File: config.mk
export PLATFORM = sky130hd
export DESIGN_NAME = kwd_key_nmi_detect
export DESIGN_NICKNAME = d
export VERILOG_FILES = /design/src/rtl/kwd_pkg.sv /design/src/rtl/kwd_rst_sync.sv /design/src/rtl/kwd_sync.sv /design/src/rtl/kwd_debounce.sv /design/src/rtl/kwd_flag.sv /design/src/rtl/kwd_key_nmi_detect.sv
export SDC_FILE = /design/constraint.sdc
export NUM_CORES = 1
export LEC_CHECK = 0
export BUFFER_PORTS_ARGS = -buffer_cell sky130_fd_sc_hd__buf_2
export CORE_UTILIZATION = 48
export DETAILED_ROUTE_END_ITERATION = 8
export HOLD_SLACK_MARGIN = 0.1
export PLACE_DENSITY = 0.76
export SLEW_MARGIN = 20
export SYNTH_ARGS = -nofsm -noshare
export SYNTH_HDL_FRONTEND = slang
export SYNTH_SLANG_ARGS = --single-unit
File: constraint.sdc
create_clock -name clk -period 0.95 [get_ports clk]
set_clock_uncertainty 0.1 [all_clocks]
set_input_delay 0.19 -clock clk [delete_from_list [all_inputs] [get_ports clk]]
set_output_delay 0.19 -clock clk [all_outputs]
set_load 0.05 [all_outputs]
File: src/rtl/kwd_pkg.sv
package kwd_pkg;
  parameter int unsigned KEY_N = 4;
  parameter int unsigned DBW   = 3;
  typedef logic [KEY_N-1:0] key_vec_t;
  typedef logic [DBW-1:0]   dbnc_len_t;
endpackage

File: src/rtl/kwd_rst_sync.sv
module kwd_rst_sync (
  input  logic clk,
  input  logic arst_n,
  output logic rst_n_o
);
  logic [1:0] stg_q;

  always_ff @(posedge clk or negedge arst_n) begin
    if (!arst_n) stg_q <= 2'b00;
    else         stg_q <= {stg_q[0], 1'b1};
  end

  assign rst_n_o = stg_q[1];
endmodule

File: src/rtl/kwd_sync.sv
module kwd_sync #(
  parameter int unsigned W       = 1,
  parameter logic        RST_VAL = 1'b1
) (
  input  logic         clk,
  input  logic         rst_n,
  input  logic [W-1:0] d_i,
  output logic [W-1:0] q_o
);
  logic [W-1:0] meta_q, sync_q;

  always_ff @(posedge clk or negedge rst_n) begin
    if (!rst_n) begin
      meta_q <= {W{RST_VAL}};
      sync_q <= {W{RST_VAL}};
    end else begin
      meta_q <= d_i;
      sync_q <= meta_q;
    end
  end

  assign q_o = sync_q;
endmodule

File: src/rtl/kwd_debounce.sv
module kwd_debounce #(
  parameter int unsigned DBW = 3
) (
  input  logic           clk,
  input  logic           rst_n,
  input  logic           din_i,
  input  logic [DBW-1:0] len_i,
  output logic           lvl_o
);
  logic [DBW-1:0] cnt_q, cnt_d;
  logic           lvl_q, lvl_d;
  logic [DBW:0]   cnt_inc;

  assign cnt_inc = {1'b0, cnt_q} + 1'b1;

  always_comb begin
    lvl_d = lvl_q;
    cnt_d = cnt_q;
    if (len_i == '0) begin
      lvl_d = din_i;
      cnt_d = '0;
    end else if (din_i == lvl_q) begin
      cnt_d = '0;
    end else if (cnt_inc == {1'b0, len_i}) begin
      lvl_d = din_i;
      cnt_d = '0;
    end else begin
      cnt_d = cnt_inc[DBW-1:0];
    end
  end

  always_ff @(posedge clk or negedge rst_n) begin
    if (!rst_n) begin
      lvl_q <= 1'b1;
      cnt_q <= '0;
    end else begin
      lvl_q <= lvl_d;
      cnt_q <= cnt_d;
    end
  end

  assign lvl_o = lvl_q;

  // a matching input never moves the filtered level
  p_filt_hold_r7: assert property (@(posedge clk) disable iff (!rst_n)
    (len_i != '0 && din_i == lvl_q) |=> $stable(lvl_q));
  // bypass follows the input one cycle later
  p_bypass_r8: assert property (@(posedge clk) disable iff (!rst_n)
    (len_i == '0) |=> (lvl_q == $past(din_i)));
endmodule

File: src/rtl/kwd_flag.sv
module kwd_flag (
  input  logic clk,
  input  logic rst_n,
  input  logic set_i,
  input  logic clr_i,
  output logic q_o
);
  logic q_q, q_d;

  always_comb begin
    q_d = q_q;
    if (clr_i) q_d = 1'b0;
    if (set_i) q_d = 1'b1;
  end

  always_ff @(posedge clk or negedge rst_n) begin
    if (!rst_n) q_q <= 1'b0;
    else        q_q <= q_d;
  end

  assign q_o = q_q;

  p_set_wins_r10: assert property (@(posedge clk) disable iff (!rst_n)
    set_i |=> q_q);
  p_clear_r9: assert property (@(posedge clk) disable iff (!rst_n)
    (clr_i && !set_i) |=> !q_q);
  p_hold_r9: assert property (@(posedge clk) disable iff (!rst_n)
    (!clr_i && !set_i) |=> (q_q == $past(q_q)));
endmodule

File: src/rtl/kwd_key_nmi_detect.sv
module kwd_key_nmi_detect
  import kwd_pkg::*;
(
  input  logic             clk,
  input  logic             rst_n,
  input  logic [KEY_N-1:0] key_pin_i,
  input  logic [KEY_N-1:0] key_dir_i,
  input  logic             nmi_pin_i,
  input  logic             nmi_en_i,
  input  logic [DBW-1:0]   dbnc_len_i,
  input  logic             clr_key_i,
  input  logic             clr_nmi_i,
  output logic             key_req_o,
  output logic             nmi_req_o,
  output logic             key_wake_o,
  output logic             nmi_wake_o
);
  logic     rst_int_n;
  key_vec_t key_sync;
  logic     key_all_hi, key_prev_q, key_fall;
  logic     nmi_sync, nmi_filt, nmi_prev_q, nmi_fall;

  kwd_rst_sync u_rst (.clk(clk), .arst_n(rst_n), .rst_n_o(rst_int_n));

  kwd_sync #(.W(KEY_N), .RST_VAL(1'b1)) u_key_sync (
    .clk(clk), .rst_n(rst_int_n), .d_i(key_pin_i), .q_o(key_sync));

  kwd_sync #(.W(1), .RST_VAL(1'b1)) u_nmi_sync (
    .clk(clk), .rst_n(rst_int_n), .d_i(nmi_pin_i), .q_o(nmi_sync));

  kwd_debounce #(.DBW(DBW)) u_dbnc (
    .clk(clk), .rst_n(rst_int_n), .din_i(nmi_sync),
    .len_i(dbnc_len_i), .lvl_o(nmi_filt));

  // output-direction pins are forced high before the AND
  assign key_all_hi = &(key_sync | key_dir_i);
  assign key_fall   = key_prev_q & ~key_all_hi;
  assign nmi_fall   = nmi_en_i & nmi_prev_q & ~nmi_filt;

  always_ff @(posedge clk or negedge rst_int_n) begin
    if (!rst_int_n) begin
      key_prev_q <= 1'b1;
      nmi_prev_q <= 1'b1;
    end else begin
      key_prev_q <= key_all_hi;
      nmi_prev_q <= nmi_filt;
    end
  end

  kwd_flag u_key_flag (.clk(clk), .rst_n(rst_int_n), .set_i(key_fall),
                       .clr_i(clr_key_i), .q_o(key_req_o));
  kwd_flag u_nmi_flag (.clk(clk), .rst_n(rst_int_n), .set_i(nmi_fall),
                       .clr_i(clr_nmi_i), .q_o(nmi_req_o));

  assign key_wake_o = ~&(key_pin_i | key_dir_i);
  assign nmi_wake_o = nmi_en_i & ~nmi_pin_i;

  p_dir_out_ignored_r2: assert property (@(posedge clk) disable iff (!rst_int_n)
    (&key_dir_i) |=> !$rose(key_req_o));
  p_nmi_disabled_r6: assert property (@(posedge clk) disable iff (!rst_int_n)
    !nmi_en_i |=> !$rose(nmi_req_o));
  p_key_rise_quiet_r1: assert property (@(posedge clk) disable iff (!rst_int_n)
    (key_all_hi && !clr_key_i) |=> (key_req_o == $past(key_req_o)));
  p_reset_clear_r11: assert property (@(posedge clk)
    !rst_int_n |-> (!key_req_o && !nmi_req_o));
endmodule

## Word level (Yosys, flattened, before mapping)

Cells that the tools add are included.

| operators by class | value |
|---|---|
| add/subtract/negate cells | 1 |
| eq/ne operators | 3 |
| mux-type cells | 10 |
| bitwise operators | 9 |
| reductions and logical operators | 8 |

Operators with widths:

| cell | number |
|---|---|
| $mux W3 | 3 |
| $or A4 B4 Y4 | 2 |
| $reduce_and A4 Y1 | 2 |
| $mux W1 | 7 |
| $reduce_bool A2 Y1 | 3 |
| $add A3 B1 Y4 const B | 1 |
| $and A1 B1 Y1 | 4 |
| $eq A4 B3 Y1 | 1 |
| $logic_not A3 Y1 | 1 |
| $not A1 Y1 | 3 |
| $ne A2 B1 Y1 const B | 1 |
| $reduce_and A2 Y1 | 1 |
| $eq A1 B1 Y1 | 1 |
| $logic_not A1 Y1 | 1 |

| word-level totals | value |
|---|---|
| register bits | 20 |
| input bits | 17 |

## Depth between registers and ports, before layout

Gate-level depths: netlist (run 1).

| depth | value |
|---|---|
| depth after elaboration | 5 |
| mapped depth | 5 |
| mapped depth without buffers | 5 |

## By module

From an unflattened synthesis (run 1), not the netlist that was laid out.

| second synthesis, totals | value |
|---|---|
| cell total of the unflattened synthesis | 49 |
| area total of the unflattened synthesis | 729.4 um^2 |

By module, submodules not included:

| module | times used | cells an instance | area each (um^2) |
|---|---|---|---|
| kwd_debounce | 1 | 19 | 225.2 |
| kwd_sync at u_key_sync | 1 | 8 | 210.2 |
| kwd_key_nmi_detect | 1 | 11 | 115.1 |
| kwd_flag | 2 | 3 | 36.3 |
| kwd_rst_sync | 1 | 3 | 53.8 |
| kwd_sync at u_nmi_sync | 1 | 2 | 52.6 |

## Worst setup path before layout (run 1)

No wires, ideal clock.

| timing path | value |
|---|---|
| kind | register to register |
| start point | register u_dbnc.cnt_q[0] |
| end point | register u_dbnc.lvl_q (netlist: u_dbnc.lvl_o) |
| library setup time | 82 ps |
| data arrival time | 1372 ps |
| slack | -604 ps |
| stages on the path, launching flop included | 6 |
| path buffers | 0 |
| clock period less this slack | 1554 ps |
| cell sequence | dfrtp_1 > ha_1 > xnor2_1 > nand2_1 > o21bai_1 > mux2_4 |

| on the way | value |
|---|---|
| word-level cells in the longest chain between the ends | 4 |

Ends and longest elaborated chain:

| what | line | text |
|---|---|---|
| start, declared | kwd_debounce.sv:10 | `logic [DBW-1:0] cnt_q, cnt_d;` |
| start signal, assigned | kwd_debounce.sv:38 | `cnt_q <= cnt_d;` |
| $add A3 B1 Y4 | kwd_debounce.sv:14 | `assign cnt_inc = {1'b0, cnt_q} + 1'b1;` |
| $eq A4 B3 Y1 | kwd_debounce.sv:24 | `end else if (cnt_inc == {1'b0, len_i}) begin` |
| $reduce_bool A2 Y1 (no source line) | - |  |
| $reduce_and A2 Y1 (no source line) | - |  |
| end signal, assigned | kwd_debounce.sv:37 | `lvl_q <= lvl_d;` |
| end, declared | kwd_debounce.sv:11 | `logic lvl_q, lvl_d;` |

Every way passes these cells.
A chain may end at the register's enable or synchronous reset.

## Final worst setup path (run 1)

| timing path | value |
|---|---|
| start point | register u_dbnc.cnt_q[1] |
| end point | register u_dbnc.lvl_q (netlist: u_dbnc.lvl_o) |

Same word-level chain as after synthesis.

==> results.txt, run 1 <==
----------------------------------------------------
[Run status]
  Run status ... complete, but fails checks
  Failing checks ... negative setup slack

[Synthesis]
  Total nets after synthesis ... 70
  Most used standard cells in the synthesized netlist ... sky130_fd_sc_hd__dfstp_2, sky130_fd_sc_hd__dfrtp_1, sky130_fd_sc_hd__nor2_1
  Post-synthesis mux area share ... roughly 2.1%
  Area share of and/or/nand/nor cells after synthesis ... approximately 7.4%
  Synth Area in Compound Gates ... ~8.8%
  Synth cell types ... 19
  Synth async-reset ratio ... between 90% and 100%
  Sequential-to-total area share from yosys stat ... ~71%
  Fraction of synthesized cell area in xor and xnor cells ... 6.724%
  Number of flops mapped to enable cells by yosys ... 0
  Register bit count reported by yosys ... 20
  Main combinational cell family by area after synthesis ... compound AO/OA/AOI/OAI gates
  Cell taking the most area after synthesis ... sky130_fd_sc_hd__dfstp_2
  Warnings, synthesis ... 0
  Predominant post-synthesis flop cell ... sky130_fd_sc_hd__dfstp_2
  Synth Area per Inst ... around 14 µm²
  Adder-cell area share of the yosys netlist ... 1.724%
  Number of instances in the synthesized netlist ... 52
  Most common cell in the synthesized netlist ... sky130_fd_sc_hd__dfstp_2
  Top post-synthesis cells by area ... sky130_fd_sc_hd__dfstp_2, sky130_fd_sc_hd__dfrtp_1, sky130_fd_sc_hd__xnor2_1
  Post-Syn Area ... 725.7 µm²
  Area share of the largest cell type after synthesis ... a little under half

[STA]
  RSZ-0062 raised after global routing ... true
  Final critical delay including setup and external delays ... 1.549 ns
  Fraction of the cycle the final worst path needs ... 163.1%
  Final Slew Violations ... 0
  Number of hold violations in the final report ... 0
  Total of endpoints with negative setup slack in the final report ... 10
  Summed negative setup slack over all endpoints ... -2.852 ns
  Least setup slack across all paths after layout ... -0.5990 ns
  Highest attainable clock frequency ... between 600 and 700 MHz

[Clock network]
  Cell chosen for the clock root ... sky130_fd_sc_hd__clkbuf_4
  Clock buffers created by TritonCTS ... 3
  Clock tree from TritonCTS ... yes
  Clock latency on the worst-skew pair ... roughly 0.29 ns
  Clock tree buffer depth ... 2
  Clock-pin slew reported for the worst setup and hold paths after clock tree synthesis ... around 0.11 ns
  H-Tree Level Count ... 1
  Total clock sinks ... 20

[Floorplanning]
  Placeable core region ... between 1000 and 1500 µm²
  Initial Util ... 53.75%
  I/O pin total ... 21
  Core Rows ... 13
  Die footprint ... 1671 µm²
  Chip Height ... between 40 and 50 µm
  Die Span X ... about 41 µm

[Global routing]
  Global-route wire length before repair ... about 2600 µm
  Antenna violations before repair ... 0
  Pin count of the biggest net entering global routing ... 13
  All-layer global routing usage ... about a quarter
  Aggregate global routing overflow ... 0
  Number of global-route vias before repair ... 601

[Critical path]
  Source of the worst register-to-register timing path ... u_dbnc.cnt_q[1]$_DFF_PN0_
  CP delay by family, top ... flip-flops
  Type of element launching the critical path ... flop
  Critical path data arrival time ... approximately 1.7 ns
  Maximum fanout along the worst path ... 2
  End of the worst register-to-register path ... u_dbnc.lvl_o$_DFFE_PN1P_
  Register-to-Register Setup Slack ... -0.60 ns
  CP max-delay cell ... sky130_fd_sc_hd__dfrtp_1
  CP Data Required Time ... around 1.1 ns
  Length in cells of the worst reg-to-reg path ... 5
  CP bufs+invs ... 0
  Largest stage delay, worst path ... between 0.4 and 0.5 ns
  Crit Path Class ... flop to flop
  Chain of cells forming the critical path ... ha_4, xnor2_2, nand2_1, o21bai_1, mux2_4
  Crit. End Element ... flop

[Finish]
  Number of non-filler instances in the completed layout ... 116
  Fraction of final layout cells with drive strength greater than 1 ... 61.39%
  # diodes ... 0
  Layout Nets ... 120
  Synth-to-Final Area Change ... 66.90%
  Count of fill cells added during filler insertion ... 57

[Route]
  Sum of routed wire length over all layers ... between 1500 and 2000 µm
  Iteration count of the initial detailed-routing pass ... 3
  Total routed wire length on the met1 layer ... ~660 µm
  Remaining number of nets flagged by the antenna check after routing ... 0
  DR DRC count ... 0
  Met2 Wirelength ... 987 µm
  Met3 layer wire length in the routed design ... roughly 62 µm
  Uppermost layer routed ... met4
  Detailed Route Iter0 Violations ... 8
  Wire per inst ... 14.96 µm
  Total via count after detailed routing ... 571
  Via-per-instance ratio ... roughly 4.9

[Hold path]
  Path category of the worst min-delay check ... flop to async pin

[Placed design]
  DP Cell Count ... roughly 100
  Final HPWL from detailed placement ... 987 µm
  Port Buf Inserts ... 20
  Last weighted congestion value of the routability-driven placer ... a little under 0.9

[Power]
  Maximum resistive drop on vdd ... around 1.6 mV
  Total power divided by cell area ... 2054 nW/µm²
  Leak Pwr ... 0.5494 nW

[Flow run]
  Reported max-cap violation count ... 0

----------------------------------------------------
==> area by class of cell <==
class | count | area, µm² | share of cell area, %
Inverter | 3 | 11.26 | 0.9298
Multi-Input combinational cell | 29 | 282.8 | 23.35
Timing Repair Buffer | 45 | 354.1 | 29.24
Clock buffer | 4 | 26.28 | 2.169
Tap cell | 15 | 18.77 | 1.550
Sequential cell | 20 | 518.0 | 42.77
==> kinds of logic (layout without fill, tap and decap cells) <==
family                   count (synthesis)  after routing
adder cells (fa/ha/maj)                  1              1
buffers and inverters                    3             52
AND/OR/NAND/NOR                         12             12
XOR/XNOR                                 4              4
other                                    1              1
AO/OA/AOI/OAI                           10             10
multiplexers                             1              1
flip-flops                              20             20
==> worst max path at each step <==
| stage | endpoint | cells after the start | startpoint | slack [ns] |
|---|---|---|---|---|
| global route | u_dbnc.lvl_o$_DFFE_PN1P_ | 5 | u_dbnc.cnt_q[0]$_DFF_PN0_ | -0.63 |
| detailed placement | u_dbnc.lvl_o$_DFFE_PN1P_ | 5 | u_dbnc.cnt_q[1]$_DFF_PN0_ | -0.60 |
| floorplan | u_dbnc.lvl_o$_DFFE_PN1P_ | 5 | u_dbnc.cnt_q[0]$_DFF_PN0_ | -0.55 |
| global placement | u_dbnc.lvl_o$_DFFE_PN1P_ | 5 | u_dbnc.cnt_q[1]$_DFF_PN0_ | -0.56 |
| finish | u_dbnc.lvl_o$_DFFE_PN1P_ | 5 | u_dbnc.cnt_q[1]$_DFF_PN0_ | -0.60 |
| CTS | u_dbnc.lvl_o$_DFFE_PN1P_ | 5 | u_dbnc.cnt_q[1]$_DFF_PN0_ | -0.59 |
==> routing by layer <==
layer  vias to the layer above  track usage [%]
li1                        270                -
met1                       282            27.30
met2                        15            43.75
met3                         4            5.978
met4                         0            10.83
met5                         -                0
==> sequential cells by signal, summed over array words and instances, names as in the netlist <==
name               flops
key_prev_q             1
u_dbnc.lvl_o           1
u_key_flag.q_o         1
u_rst.stg_q            2
u_nmi_flag.q_o         1
u_nmi_sync.q_o         1
nmi_prev_q             1
u_nmi_sync.meta_q      1
u_key_sync.meta_q      4
u_key_sync.q_o         4
u_dbnc.cnt_q           3
==> where the power goes <==
part           internal (mW)  switching [mW]  leakage, nW
combinational          0.503           0.429        0.310
sequential              1.04           0.106        0.224
clock                  0.163           0.247       0.0150
total                   1.71           0.782        0.549
==> placed cells by master (no fill, tap or decap), types with 2 or more instances in the layout <==
master                          instances
sky130_fd_sc_hd__nand2_1                3
sky130_fd_sc_hd__dfstp_2               13
sky130_fd_sc_hd__buf_4                 14
sky130_fd_sc_hd__clkbuf_4               3
sky130_fd_sc_hd__inv_1                  3
sky130_fd_sc_hd__dlygate4sd3_1         10
sky130_fd_sc_hd__buf_6                  7
sky130_fd_sc_hd__buf_2                 14
sky130_fd_sc_hd__nor2_1                 4
sky130_fd_sc_hd__nor2b_1                2
sky130_fd_sc_hd__xnor2_1                2
sky130_fd_sc_hd__dfrtp_1                6
sky130_fd_sc_hd__o21ai_1                2
sky130_fd_sc_hd__o22ai_4                2
==> per-stage QoR <==
stage	worst slack (ns)	total power, mW	instance area, µm²	util [%]	hold slack (ns)
floorplan	-0.5544	1.573	765.7	-	-0.2056
finish	-0.5990	2.487	1211	89.71	0.06266
global placement	-0.5577	1.833	997.2	73.86	-0.1239
detailed placement	-0.5965	1.872	997.2	73.86	-0.1231
global route	-0.6323	2.620	1211	89.71	0.1065
CTS	-0.5935	2.462	1192	88.32	0.06951
==> what timing repair did <==
action	CTS	global route
hold endpoints to repair	12	0
endpoints found under the setup margin	10	12
gates resized for setup	14	4
pin swaps	6	1
setup buffers	1	0
hold buffers	10	0
No activity file was read; power rests on OpenSTA's default activity.
==> inputs of run 2 (changes only) <==
--- a/config.mk
+++ b/config.mk
@@ -6,6 +6,7 @@
 export NUM_CORES = 1
 export LEC_CHECK = 0
 export BUFFER_PORTS_ARGS = -buffer_cell sky130_fd_sc_hd__buf_2
+export CORE_MARGIN = 3
 export CORE_UTILIZATION = 48
 export DETAILED_ROUTE_END_ITERATION = 8
 export HOLD_SLACK_MARGIN = 0.1
==> results.txt, run 2 (synthesis results as in run 1) <==
----------------------------------------------------
[Route]
  Sum of routed wire length over all layers ... 1648 µm (-5.0%)
  Wire per inst ... 14.33 µm (-4.2%)
  DR DRC count ... 0 (unchanged)
  Remaining number of nets flagged by the antenna check after routing ... 0 (unchanged)
  Detailed Route Iter0 Violations ... 3 (-5)
  Via-per-instance ratio ... 4.739 (-3.7%)
  Iteration count of the initial detailed-routing pass ... 2 (-1)
  Total via count after detailed routing ... 545 (-4.6%)

[Critical path]
  Crit. End Element ... flop
  CP Data Required Time ... 1.09 ns (about the same)
  Source of the worst register-to-register timing path ... u_dbnc.cnt_q[0]$_DFF_PN0_
  Length in cells of the worst reg-to-reg path ... 5 (unchanged)
  End of the worst register-to-register path ... u_dbnc.lvl_o$_DFFE_PN1P_
  Type of element launching the critical path ... flop
  Last element of the critical path ... u_dbnc.lvl_o$_DFFE_PN1P_
  Crit Path Class ... flop to flop
  Register-to-Register Setup Slack ... -0.60 ns (about the same)
  First element of the critical path ... u_dbnc.cnt_q[0]$_DFF_PN0_
  Critical path data arrival time ... 1.69 ns (about the same)
  Maximum fanout along the worst path ... 2 (unchanged)

[STA]
  Least setup slack across all paths after layout ... -0.6033 ns (-0.004308 ns)
  Highest attainable clock frequency ... 643.8 MHz (-0.28%)
  RSZ-0062 raised after global routing ... true
  Number of hold violations in the final report ... 0 (unchanged)
  Final Slew Violations ... 0 (unchanged)
  Summed negative setup slack over all endpoints ... -2.804 ns (+0.04797 ns)
  Fraction of the cycle the final worst path needs ... 163.5% (+0.45 points)
  Total of endpoints with negative setup slack in the final report ... 8 (-2)
  Final critical delay including setup and external delays ... 1.553 ns (+0.004308 ns)

[Power]
  Clock network power share ... 16.1% (-0.4 points)
  Sw frac ... 31.60% (+0.17 points)
  Leak Pwr ... 0.5442 nW (-0.95%)
  Register share of total power ... 45.0% (-1.1 points)
  Total power divided by cell area ... 2088 nW/µm² (+1.7%)
  Net switching component of the power ... 791.0 µW (+1.2%)
  Design internal power ... 1.712 mW (+0.40%)
  Total chip power ... 2.503 mW (+0.65%)
  Combinational fraction of design power ... 38.9% (+1.4 points)
  Maximum resistive drop on vdd ... 1.878 mV (+15%)

[Finish]
  Commonest non-fill, non-tap cells in the layout ... sky130_fd_sc_hd__buf_2, sky130_fd_sc_hd__buf_4, sky130_fd_sc_hd__dfstp_2, sky130_fd_sc_hd__dlygate4sd3_1
  Number of non-filler instances in the completed layout ... 115 (-0.86%)
  Synth-to-Final Area Change ... 65.17%
  Layout Nets ... 119 (-0.83%)
  # diodes ... 0 (unchanged)
  Fraction of final layout cells with drive strength greater than 1 ... 62.00% (+0.61 points)

[Global routing]
  Antenna violations before repair ... 0 (unchanged)
  Number of global-route vias before repair ... 609 (+1.3%)
  All-layer global routing usage ... 20.24% (-4.4 points)
  Met1 Resource Use GR ... 22.89% (-4.4 points)
  Layer with the highest usage ... met2
  Global-route wire length before repair ... 2773 µm (+8.6%)
  Aggregate global routing overflow ... 0 (unchanged)
  Met2 Usage GRT ... 35.82% (-7.9 points)
  Met3 track demand over resource in global routing ... 2.789% (-3.2 points)
  Pin count of the biggest net entering global routing ... 19 (+6)

[Clock network]
  Clock-pin slew reported for the worst setup and hold paths after clock tree synthesis ... 0.11 ns (about the same)
  Clock tree from TritonCTS ... yes
  Clock buffers created by TritonCTS ... 3 (unchanged)
  Cell chosen for the clock root ... sky130_fd_sc_hd__clkbuf_4
  Clock tree buffer depth ... 2 (unchanged)
  Total clock sinks ... 20 (unchanged)
  Clock latency on the worst-skew pair ... 0.30 ns (about the same)
  H-Tree Level Count ... 1 (unchanged)

[Floorplanning]
  Placeable core region ... 1366 µm² (+1.2%)
  Chip Height ... 44.88 µm (+9.8%)
  Initial Util ... 53.11% (-0.64 points)
  I/O pin total ... 21 (unchanged)
  Die Span X ... 44.88 µm (+9.8%)
  Die footprint ... 2014 µm² (+21%)
  Core Rows ... 13 (unchanged)

[Flow run]
  Reported max-cap violation count ... 0 (unchanged)

[Hold path]
  Path category of the worst min-delay check ... flop to async pin

[Placed design]
  DP Cell Count ... 99 (-2.9%)
  Final HPWL from detailed placement ... 1069 µm (+8.3%)
  Port Buf Inserts ... 20 (unchanged)
  Last weighted congestion value of the routability-driven placer ... 0.6482 (-25%)

[Run status]
  Run status ... complete, but fails checks
  Failing checks ... negative setup slack

----------------------------------------------------
[run 2: routing by layer]
layer	vias to the layer above	wire, µm
met5	-	0
met1	262	686
met2	11	887
li1	268	-
met4	0	27
met3	4	46
[run 2: power by group through the flow]
stage | combinational [mW] | clock, mW | sequential [mW]
floorplan | 0.345 | 0 | 1.23
global placement | 0.675 | 0 | 1.12
detailed placement | 0.702 | 0 | 1.13
CTS | 0.889 | 0.430 | 1.12
global route | 1.05 | 0.454 | 1.14
finish | 0.974 | 0.402 | 1.13
[run 2: worst max-delay path, stage by stage (launching register included)]
cell                       delay [ns]
sky130_fd_sc_hd__dfrtp_1         0.43
sky130_fd_sc_hd__ha_4            0.29
sky130_fd_sc_hd__xnor2_2         0.10
sky130_fd_sc_hd__nand2_1         0.09
sky130_fd_sc_hd__o21bai_1        0.17
sky130_fd_sc_hd__mux2_4          0.31
[run 2: stage by stage]
step | hold WS, ns | util, % | cell area [µm²] | worst slack [ns]
2_1_floorplan | -0.2056 | - | 765.7 | -0.5544
3_3_place_gp | -0.1253 | 71.34 | 974.7 | -0.5575
3_5_place_dp | -0.1227 | 71.34 | 974.7 | -0.5849
4_1_cts | 0.1100 | 85.16 | 1164 | -0.5738
5_1_grt | 0.1103 | 87.73 | 1199 | -0.6862
6_report | 0.1058 | 87.73 | 1199 | -0.6033
[run 2: worst min path at each step]
stage / startpoint / endpoint / slack [ns]
3_5_place_dp: rst_n / u_rst.stg_q[0]$_DFF_PN0_ / -0.12
2_1_floorplan: rst_n / u_rst.stg_q[0]$_DFF_PN0_ / -0.21
3_3_place_gp: rst_n / u_rst.stg_q[0]$_DFF_PN0_ / -0.13
5_1_grt: key_dir_i[1] / key_prev_q$_DFF_PN1_ / 0.11
4_1_cts: u_rst.stg_q[1]$_DFF_PN0_ / u_dbnc.cnt_q[1]$_DFF_PN0_ / 0.11
6_report: u_rst.stg_q[1]$_DFF_PN0_ / u_dbnc.cnt_q[0]$_DFF_PN0_ / 0.11
[run 2: timing repair]
| action | in CTS | in global routing |
|---|---|---|
| setup buffers | 1 | 1 |
| hold buffers | 10 | 0 |
| pin swaps | 6 | 4 |
| resized for setup | 13 | 5 |
| endpoints found under the setup margin | 10 | 10 |
| endpoints found under the hold margin | 9 | 0 |
[run 2: final cells by class]
cell class | instances | area (µm²)
clock buffer | 4 | 26.28
fill | 63 | 167.7
inverter | 3 | 11.26
multi-input combinational | 29 | 281.5
sequential | 20 | 518.0
tap | 15 | 18.77
timing repair buffer | 44 | 342.8
